<file path="config.mk">
export PLATFORM = sky130hd
export DESIGN_NAME = irq_dispatch_ctrl
export DESIGN_NICKNAME = d
export VERILOG_FILES = /design/src/rtl/irq_pkg.sv /design/src/rtl/irq_regs.sv /design/src/rtl/irq_arbiter.sv /design/src/rtl/irq_sequencer.sv /design/src/rtl/irq_dispatch_ctrl.sv
export SDC_FILE = /design/constraint.sdc
export NUM_CORES = 1
export LEC_CHECK = 0
export CAP_MARGIN = 25
export CORE_MARGIN = 5
export CORE_UTILIZATION = 26
export DETAILED_ROUTE_END_ITERATION = 8
export DONT_BUFFER_PORTS = 1
export HOLD_SLACK_MARGIN = 0.08
export MAX_ROUTING_LAYER = met4
export SKIP_LAST_GASP = 1
export SLEW_MARGIN = 20
export SYNTH_ARGS = -nofsm -noshare
export SYNTH_HDL_FRONTEND = slang
export SYNTH_SLANG_ARGS = --single-unit
export TNS_END_PERCENT = 5
</file>
<file path="constraint.sdc">
create_clock -name clk -period 2.75 [get_ports clk]
set_input_delay 0.55 -clock clk [delete_from_list [all_inputs] [get_ports clk]]
set_output_delay 0.55 -clock clk [all_outputs]
set_load 0.05 [all_outputs]
</file>
<file path="src/rtl/irq_pkg.sv">
package irq_pkg;
  localparam int NSRC      = 2;
  localparam int SRC_FRAME = 0;
  localparam int SRC_TIMER = 1;

  // bit position of a source in the enable and request views
  function automatic int src_bit(input int idx);
    return idx * 2;
  endfunction

  // handler vector for a source
  function automatic logic [15:0] src_vector(input int idx);
    return 16'h0040 + 16'(idx) * 16'h0010;
  endfunction
endpackage

</file>
<file path="src/rtl/irq_regs.sv">
module irq_regs
  import irq_pkg::*;
#(
  parameter int ADDR_W = 16,
  parameter int DATA_W = 8,
  parameter logic [ADDR_W-1:0] IE_ADDR  = 16'hFFFF,
  parameter logic [ADDR_W-1:0] REQ_ADDR = 16'hFF0F
) (
  input  logic              clk,
  input  logic              rst_n,
  input  logic [ADDR_W-1:0] reg_addr,
  input  logic              reg_wr,
  input  logic [DATA_W-1:0] reg_wdata,
  input  logic [NSRC-1:0]   src_flag,
  output logic [DATA_W-1:0] ie_q,
  output logic [DATA_W-1:0] reg_rdata,
  output logic [NSRC-1:0]   flag_load,
  output logic [NSRC-1:0]   flag_load_val
);
  logic hit_ie, hit_req;
  logic [DATA_W-1:0] req_view;

  assign hit_ie  = (reg_addr == IE_ADDR);
  assign hit_req = (reg_addr == REQ_ADDR);

  always_ff @(posedge clk or negedge rst_n) begin
    if (!rst_n)                ie_q <= '0;
    else if (reg_wr && hit_ie) ie_q <= reg_wdata;
  end

  always_comb begin
    req_view = '0;
    for (int i = 0; i < NSRC; i++) req_view[src_bit(i)] = src_flag[i];
  end

  for (genvar g = 0; g < NSRC; g++) begin : g_load
    assign flag_load[g]     = reg_wr && hit_req;
    assign flag_load_val[g] = reg_wdata[src_bit(g)];
  end

  always_comb begin
    if (hit_ie)       reg_rdata = ie_q;
    else if (hit_req) reg_rdata = req_view;
    else              reg_rdata = '0;
  end
endmodule

</file>
<file path="src/rtl/irq_arbiter.sv">
module irq_arbiter
  import irq_pkg::*;
#(
  parameter int DATA_W = 8
) (
  input  logic [DATA_W-1:0] ie_q,
  input  logic [NSRC-1:0]   src_flag,
  output logic              pend_any,
  output logic [NSRC-1:0]   sel,
  output logic [15:0]       vec
);
  logic [NSRC-1:0] pend;

  for (genvar g = 0; g < NSRC; g++) begin : g_pend
    assign pend[g] = src_flag[g] & ie_q[src_bit(g)];
  end

  assign pend_any = |pend;

  // lowest index wins
  always_comb begin
    sel = '0;
    vec = '0;
    for (int i = NSRC - 1; i >= 0; i--) begin
      if (pend[i]) begin
        sel    = '0;
        sel[i] = 1'b1;
        vec    = src_vector(i);
      end
    end
  end
endmodule

</file>
<file path="src/rtl/irq_sequencer.sv">
module irq_sequencer
  import irq_pkg::*;
#(
  parameter int DISP_CYCLES = 16,
  localparam int CNT_W = $clog2(DISP_CYCLES + 1)
) (
  input  logic            clk,
  input  logic            rst_n,
  input  logic            at_boundary,
  input  logic            ime_set,
  input  logic            ime_clr,
  input  logic            halt_req,
  input  logic            pend_any,
  input  logic [NSRC-1:0] sel,
  input  logic [15:0]     vec,
  output logic            start,
  output logic            ime,
  output logic            halted,
  output logic            jmp_req,
  output logic [15:0]     jmp_vec,
  output logic [NSRC-1:0] src_ack,
  output logic            disp_busy
);
  logic [CNT_W-1:0] cnt;

  assign disp_busy = (cnt != '0);
  assign start     = at_boundary && ime && !disp_busy && pend_any;

  always_ff @(posedge clk or negedge rst_n) begin
    if (!rst_n) begin
      ime     <= 1'b0;
      halted  <= 1'b0;
      cnt     <= '0;
      jmp_req <= 1'b0;
      jmp_vec <= '0;
      src_ack <= '0;
    end else begin
      if (start)        ime <= 1'b0;
      else if (ime_clr) ime <= 1'b0;
      else if (ime_set) ime <= 1'b1;

      if (start)         halted <= 1'b0;
      else if (halt_req) halted <= 1'b1;

      if (start)          cnt <= CNT_W'(DISP_CYCLES);
      else if (disp_busy) cnt <= cnt - 1'b1;

      jmp_req <= start;
      src_ack <= start ? sel : '0;
      if (start) jmp_vec <= vec;
    end
  end
endmodule

</file>
<file path="src/rtl/irq_dispatch_ctrl.sv">
module irq_dispatch_ctrl
  import irq_pkg::*;
#(
  parameter int ADDR_W = 16,
  parameter int DATA_W = 8,
  parameter logic [ADDR_W-1:0] IE_ADDR  = 16'hFFFF,
  parameter logic [ADDR_W-1:0] REQ_ADDR = 16'hFF0F,
  parameter int DISP_CYCLES = 16
) (
  input  logic              clk,
  input  logic              rst_n,
  input  logic [ADDR_W-1:0] reg_addr,
  input  logic              reg_wr,
  input  logic [DATA_W-1:0] reg_wdata,
  output logic [DATA_W-1:0] reg_rdata,
  input  logic [1:0]        src_flag,
  output logic [1:0]        flag_load,
  output logic [1:0]        flag_load_val,
  output logic [1:0]        src_ack,
  input  logic              at_boundary,
  input  logic              ime_set,
  input  logic              ime_clr,
  input  logic              halt_req,
  output logic              ime,
  output logic              halted,
  output logic              jmp_req,
  output logic [15:0]       jmp_vec,
  output logic              disp_busy
);
  logic [DATA_W-1:0] ie_q;
  logic              pend_any;
  logic [NSRC-1:0]   sel;
  logic [15:0]       vec;
  logic              start;

  irq_regs #(
    .ADDR_W(ADDR_W), .DATA_W(DATA_W), .IE_ADDR(IE_ADDR), .REQ_ADDR(REQ_ADDR)
  ) u_regs (
    .clk(clk), .rst_n(rst_n), .reg_addr(reg_addr), .reg_wr(reg_wr),
    .reg_wdata(reg_wdata), .src_flag(src_flag), .ie_q(ie_q),
    .reg_rdata(reg_rdata), .flag_load(flag_load), .flag_load_val(flag_load_val)
  );

  irq_arbiter #(.DATA_W(DATA_W)) u_arb (
    .ie_q(ie_q), .src_flag(src_flag), .pend_any(pend_any), .sel(sel), .vec(vec)
  );

  irq_sequencer #(.DISP_CYCLES(DISP_CYCLES)) u_seq (
    .clk(clk), .rst_n(rst_n), .at_boundary(at_boundary), .ime_set(ime_set),
    .ime_clr(ime_clr), .halt_req(halt_req), .pend_any(pend_any), .sel(sel),
    .vec(vec), .start(start), .ime(ime), .halted(halted), .jmp_req(jmp_req),
    .jmp_vec(jmp_vec), .src_ack(src_ack), .disp_busy(disp_busy)
  );
endmodule

</file>
# After elaboration in Yosys (flattened, before gate mapping)
# Index checks and enable logic that the tools add are counted.
[totals]
reg_bits = 34
input_bits = 33
output_inout_bits = 34
wordCells = 37
[op_classes]
n_addsub = 1
eq_ne = 2
n_mux = 14
bitwise_logic = 2
n_reduce_logical = 11
[op_table]
columns = ["operator", "count"]
rows = [
  ["$eq 16x16->1 const B", 2],
  ["$mux 7", 2],
  ["$mux 5", 2],
  ["$mux 8", 1],
  ["$mux 2", 3],
  ["$logic_and 1x1->1", 5],
  ["$mux 1", 5],
  ["$reduce_bool 5->1", 1],
  ["$sub 5x1->5 const B", 1],
  ["$reduce_bool 2->1", 2],
  ["$mux 3", 1],
  ["$reduce_bool 3->1", 1],
  ["$and 1x1->1", 2],
  ["$reduce_or 2->1", 1],
  ["$logic_not 1->1", 1],
]

# Depth between registers and ports, before layout
[logic_depth]
depth_word = 5
depth_mapped = 6
depth_no_buf = 6

# Modules after synthesis
# From an unflattened synthesis, not the netlist that was laid out.
[unflattened]
cells_unflattened = 130
area_unflattened_um2 = 1711.6
[by_module_without_submodules]
columns = ["module", "instances", "cells_per_inst", "area_each_um2", "seq_area_each_um2"]
rows = [
  ["irq_sequencer", 1, 70, 1089.8, 650.6],
  ["irq_regs", 1, 39, 467.9, 200.2],
  ["irq_arbiter", 1, 21, 153.9, 0.0],
]

# Least setup slack after synthesis
# Ideal clock, no wire load.
[synth_path]
path_kind = "input -> output"
start = "in reg_addr[4]"
end = "out flag_load[1]"
arrival_time_ns = 2.128
required_ns = 2.200
slack_ns = 0.072
cell_stages = 4
path_buffers = 1
cell_sequence = "or4_1 > nor4_1 > and2_1 > buf_4"
[synth_between]
elab_chain_cells = 2
[synth_lines]
columns = ["element", "line_no", "text"]
rows = [
  ["start: declaration", "irq_dispatch_ctrl.sv:12", "input logic [ADDR_W-1:0] reg_addr,"],
  ["$eq 16x16->1", "irq_regs.sv:24", "assign hit_req = (reg_addr == REQ_ADDR);"],
  ["$logic_and 1x1->1", "--", ""],
  ["end: declaration", "irq_dispatch_ctrl.sv:17", "output logic [1:0] flag_load,"],
]
# Every way passes these cells.

# Final worst setup path
[layout_path]
start = "in reg_addr[4]"
end = "out flag_load[0]"
[layout_between]
elab_chain_cells = 2
[layout_lines]
columns = ["element", "line_no", "text"]
rows = [
  ["$eq 16x16->1", "irq_regs.sv:24", ""],
  ["$logic_and 1x1->1", "irq_regs.sv:37", "assign flag_load[g] = reg_wr && hit_req;"],
]
# Every way passes these cells.

==> out/metrics.yaml <==
global_route:
  grt_max_degree: 21
  grt_pass1_vias: 720
  antenna_found_initial: 0
  grt_overflow: 0
  grt_pass1_wl_um: 3130
  grt_util_all_layers_pct: 7.75
sta:
  rsz0062_at_grt: "false"
  slew_headroom_pct: 66.6
  timing.fmax_mhz: 430
  slew_viol_final: 0
  period_share_pct: 84.5
  skew_ps: 1.58
  setup_viol: 0
  worst_pin_slew_ps: 500
  tns_ps: 0
  holdWs_ps: 360
  finalHoldViolations: 0
  fin_crit_ps: 2320
  setup_slack_ps: 426
die:
  std_cell_rows: 23
  die_x_um: 73.5
  start_util_pct: 26.6
  core_um2: 3940
  die-area_um2: 5400
  die_h_um: 73.5
  num_io_pins: 67
worst_setup_path:
  required_ps: 2200
  crit_path_end_kind: "output port"
  arrival_ps: 1770
  path_class: "in -> out"
  crit_path_max_fanout: 3
  start_kind: "input port"
synthesis:
  avgSynthCellArea_um2: 11.2
  ys_warn_count: 0
  synth_cell_types: 28
  yosysSeqAreaShare_pct: 47.7
  syn_area_um2: 1050
  synthMostInstantiatedCell: "dfrtp_1"
  yosys-top-cells-area: "dfrtp_1 (48%), buf_4 (12%), mux2_2 (8.6%)"
  synthCells: 94
  yosys.area.top_type: "dfrtp_1"
  ys_top_cells_by_count: "dfrtp_1 (20), buf_4 (17), mux2_2 (8)"
  synth_edf_count: 0
  synthArstFlopShare_pct: 100
  synth_top_area_share_pct: 47.7
  ys_ff_latch: 20
  synth_top_flop_cell: "dfrtp_1"
routing:
  wl_per_cell_um: 14.4
  via_count: 673
  drcViolationCount: 0
  vias_per_cell: 4.55
  drt_iter0_markers: 16
  postRouteAntennaNets: 0
  firstDrtPassIters: 4
  drt_wl_total_um: 2140
power:
  p_leak_nw: 0.553
  ir_worst_vdd_v: 0.000306
  power.density_nw_per_um2: 657
  power_mw: 0.742
cells_and_area:
  diodes: 0
  fin_cells: 148
  final_util_pct: 28.7
  area_growth_syn_to_layout_pct: 7.76
  final_area_um2: 1130
  fillers: 393
  drive_above_1_share_pct: 28.6
  finalNetCount: 134
placed_design:
  io_buffers: 0
  dp.cells: 143
  globalplace.congestion: 0.611
  dp_hpwl_um: 1790
  place_area_um2: 1070
  pre_cts_ws_ps: 434
clock_network:
  clock_sinks: 20
  clk_pin_slew_ps: 70
  tritoncts: "built"
  clock_latency_ps: 250
  root_buffer: "clkbuf_8"
  cts_buffers: 3
  cts_max_path_buffers: 2
  ctsResizeCount: 0
  cts_max_level: 1
worst_hold_path:
  hold_path_class: "in -> reg"
run_status:
  run_status: "finished, final reports clean"
job:
  cap_viol_max_count: 0
## layer usage
metal	part of all wire (%)	vias to the layer above	routed length [µm]	GRT usage [%]
li1	-	303	-	-
met1	35	322	747	7.41
met2	51	44	1100	14.3
met3	13	4	277	2.60
met4	0.66	0	14	2.82
met5	0	-	0	-
## critical path: stages
cell and delay (ps):
or4_1 510, nor4_1 190, buf_4 170, and2_1 160
buf_12 180
## cells in the final DEF, fill, tap and decap left out, drive strengths merged
| cell | synthesis | layout |
|---|---|---|
| nand3 | 1 | 1 |
| nor3 | 2 | 2 |
| and2 | 7 | 7 |
| conb | 1 | 14 |
| nand4 | 4 | 4 |
| a22o | 2 | 2 |
| dlygate4sd3 | 0 | 1 |
| nand2 | 8 | 8 |
| or3 | 1 | 1 |
| inv | 4 | 4 |
| nor2 | 5 | 5 |
| mux2 | 8 | 8 |
| mux2i | 1 | 1 |
| or2 | 1 | 1 |
| nor4 | 2 | 2 |
| nor4b | 1 | 1 |
| nor3b | 1 | 1 |
| a21o | 2 | 2 |
| o21ai | 1 | 1 |
| dfrtp | 20 | 20 |
| clkbuf | 0 | 3 |
| o21bai | 1 | 1 |
| or4 | 1 | 1 |
| buf | 17 | 4 |
| ha | 1 | 1 |
| o22ai | 1 | 1 |
| a21oi | 1 | 1 |
## worst paths after layout
| path | end | cells after the start | startpoint | slack [ps] |
|---|---|---|---|---|
| max reg2reg | u_seq.cnt[0] | 6 | u_seq.cnt[0] | 850 |
| max | flag_load[0] | 5 | reg_addr[4] | 430 |
| min in group asynchronous | u_seq.cnt[2] | 1 | rst_n | 690 |
| max in group asynchronous | u_seq.src_ack[0] | 2 | rst_n | 1610 |
| min reg2reg | u_regs.ie_q[6] | 1 | u_regs.ie_q[6] | 500 |
| min | u_seq.ime | 1 | ime_clr | 360 |
## logic make-up (layout without fill, tap and decap cells)
| family | count (synthesis) | after routing | share of synthesized area [%] |
|---|---|---|---|
| AOI/OAI and AO/OA | 8 | 8 | 5.97 |
| adders and majority gates | 1 | 1 | 1.19 |
| buffers and inverters | 21 | 12 | 13.6 |
| DFF | 20 | 20 | 47.7 |
| muxes | 9 | 9 | 9.55 |
| other | 1 | 14 | 0.358 |
| and+or+nand+nor | 34 | 34 | 21.6 |
## power by group
group | total [mW] | internal [mW] | switching (mW) | leakage [nW]
Combinational | 0.189 | 0.0636 | 0.125 | 0.273
Clock | 0.189 | 0.0974 | 0.0914 | 0.0216
Sequential | 0.365 | 0.327 | 0.0379 | 0.259
## registers in the layout, indices dropped and copies added (netlist names)
register	flops
u_regs.ie_q	8
u_seq.cnt	5
u_seq.halted	1
u_seq.ime	1
u_seq.jmp_req	1
u_seq.jmp_vec	2
u_seq.src_ack	2
## area by class of cell
class	instances	area [µm²]	share of cell area (%)
clock buffers	3	41.3	3.65
inverters	4	15.0	1.33
well taps	50	62.6	5.54
multi-input cells	66	454	40.2
flip-flops and latches	20	500	44.3
repair buffers	5	56.3	4.98
## timing repair
action,4_1_cts,5_1_grt
endpoints found under the hold margin,20,0
setup buffers,0,0
hold buffers,1,0
Note: power is estimated with default switching activity, not from simulation.
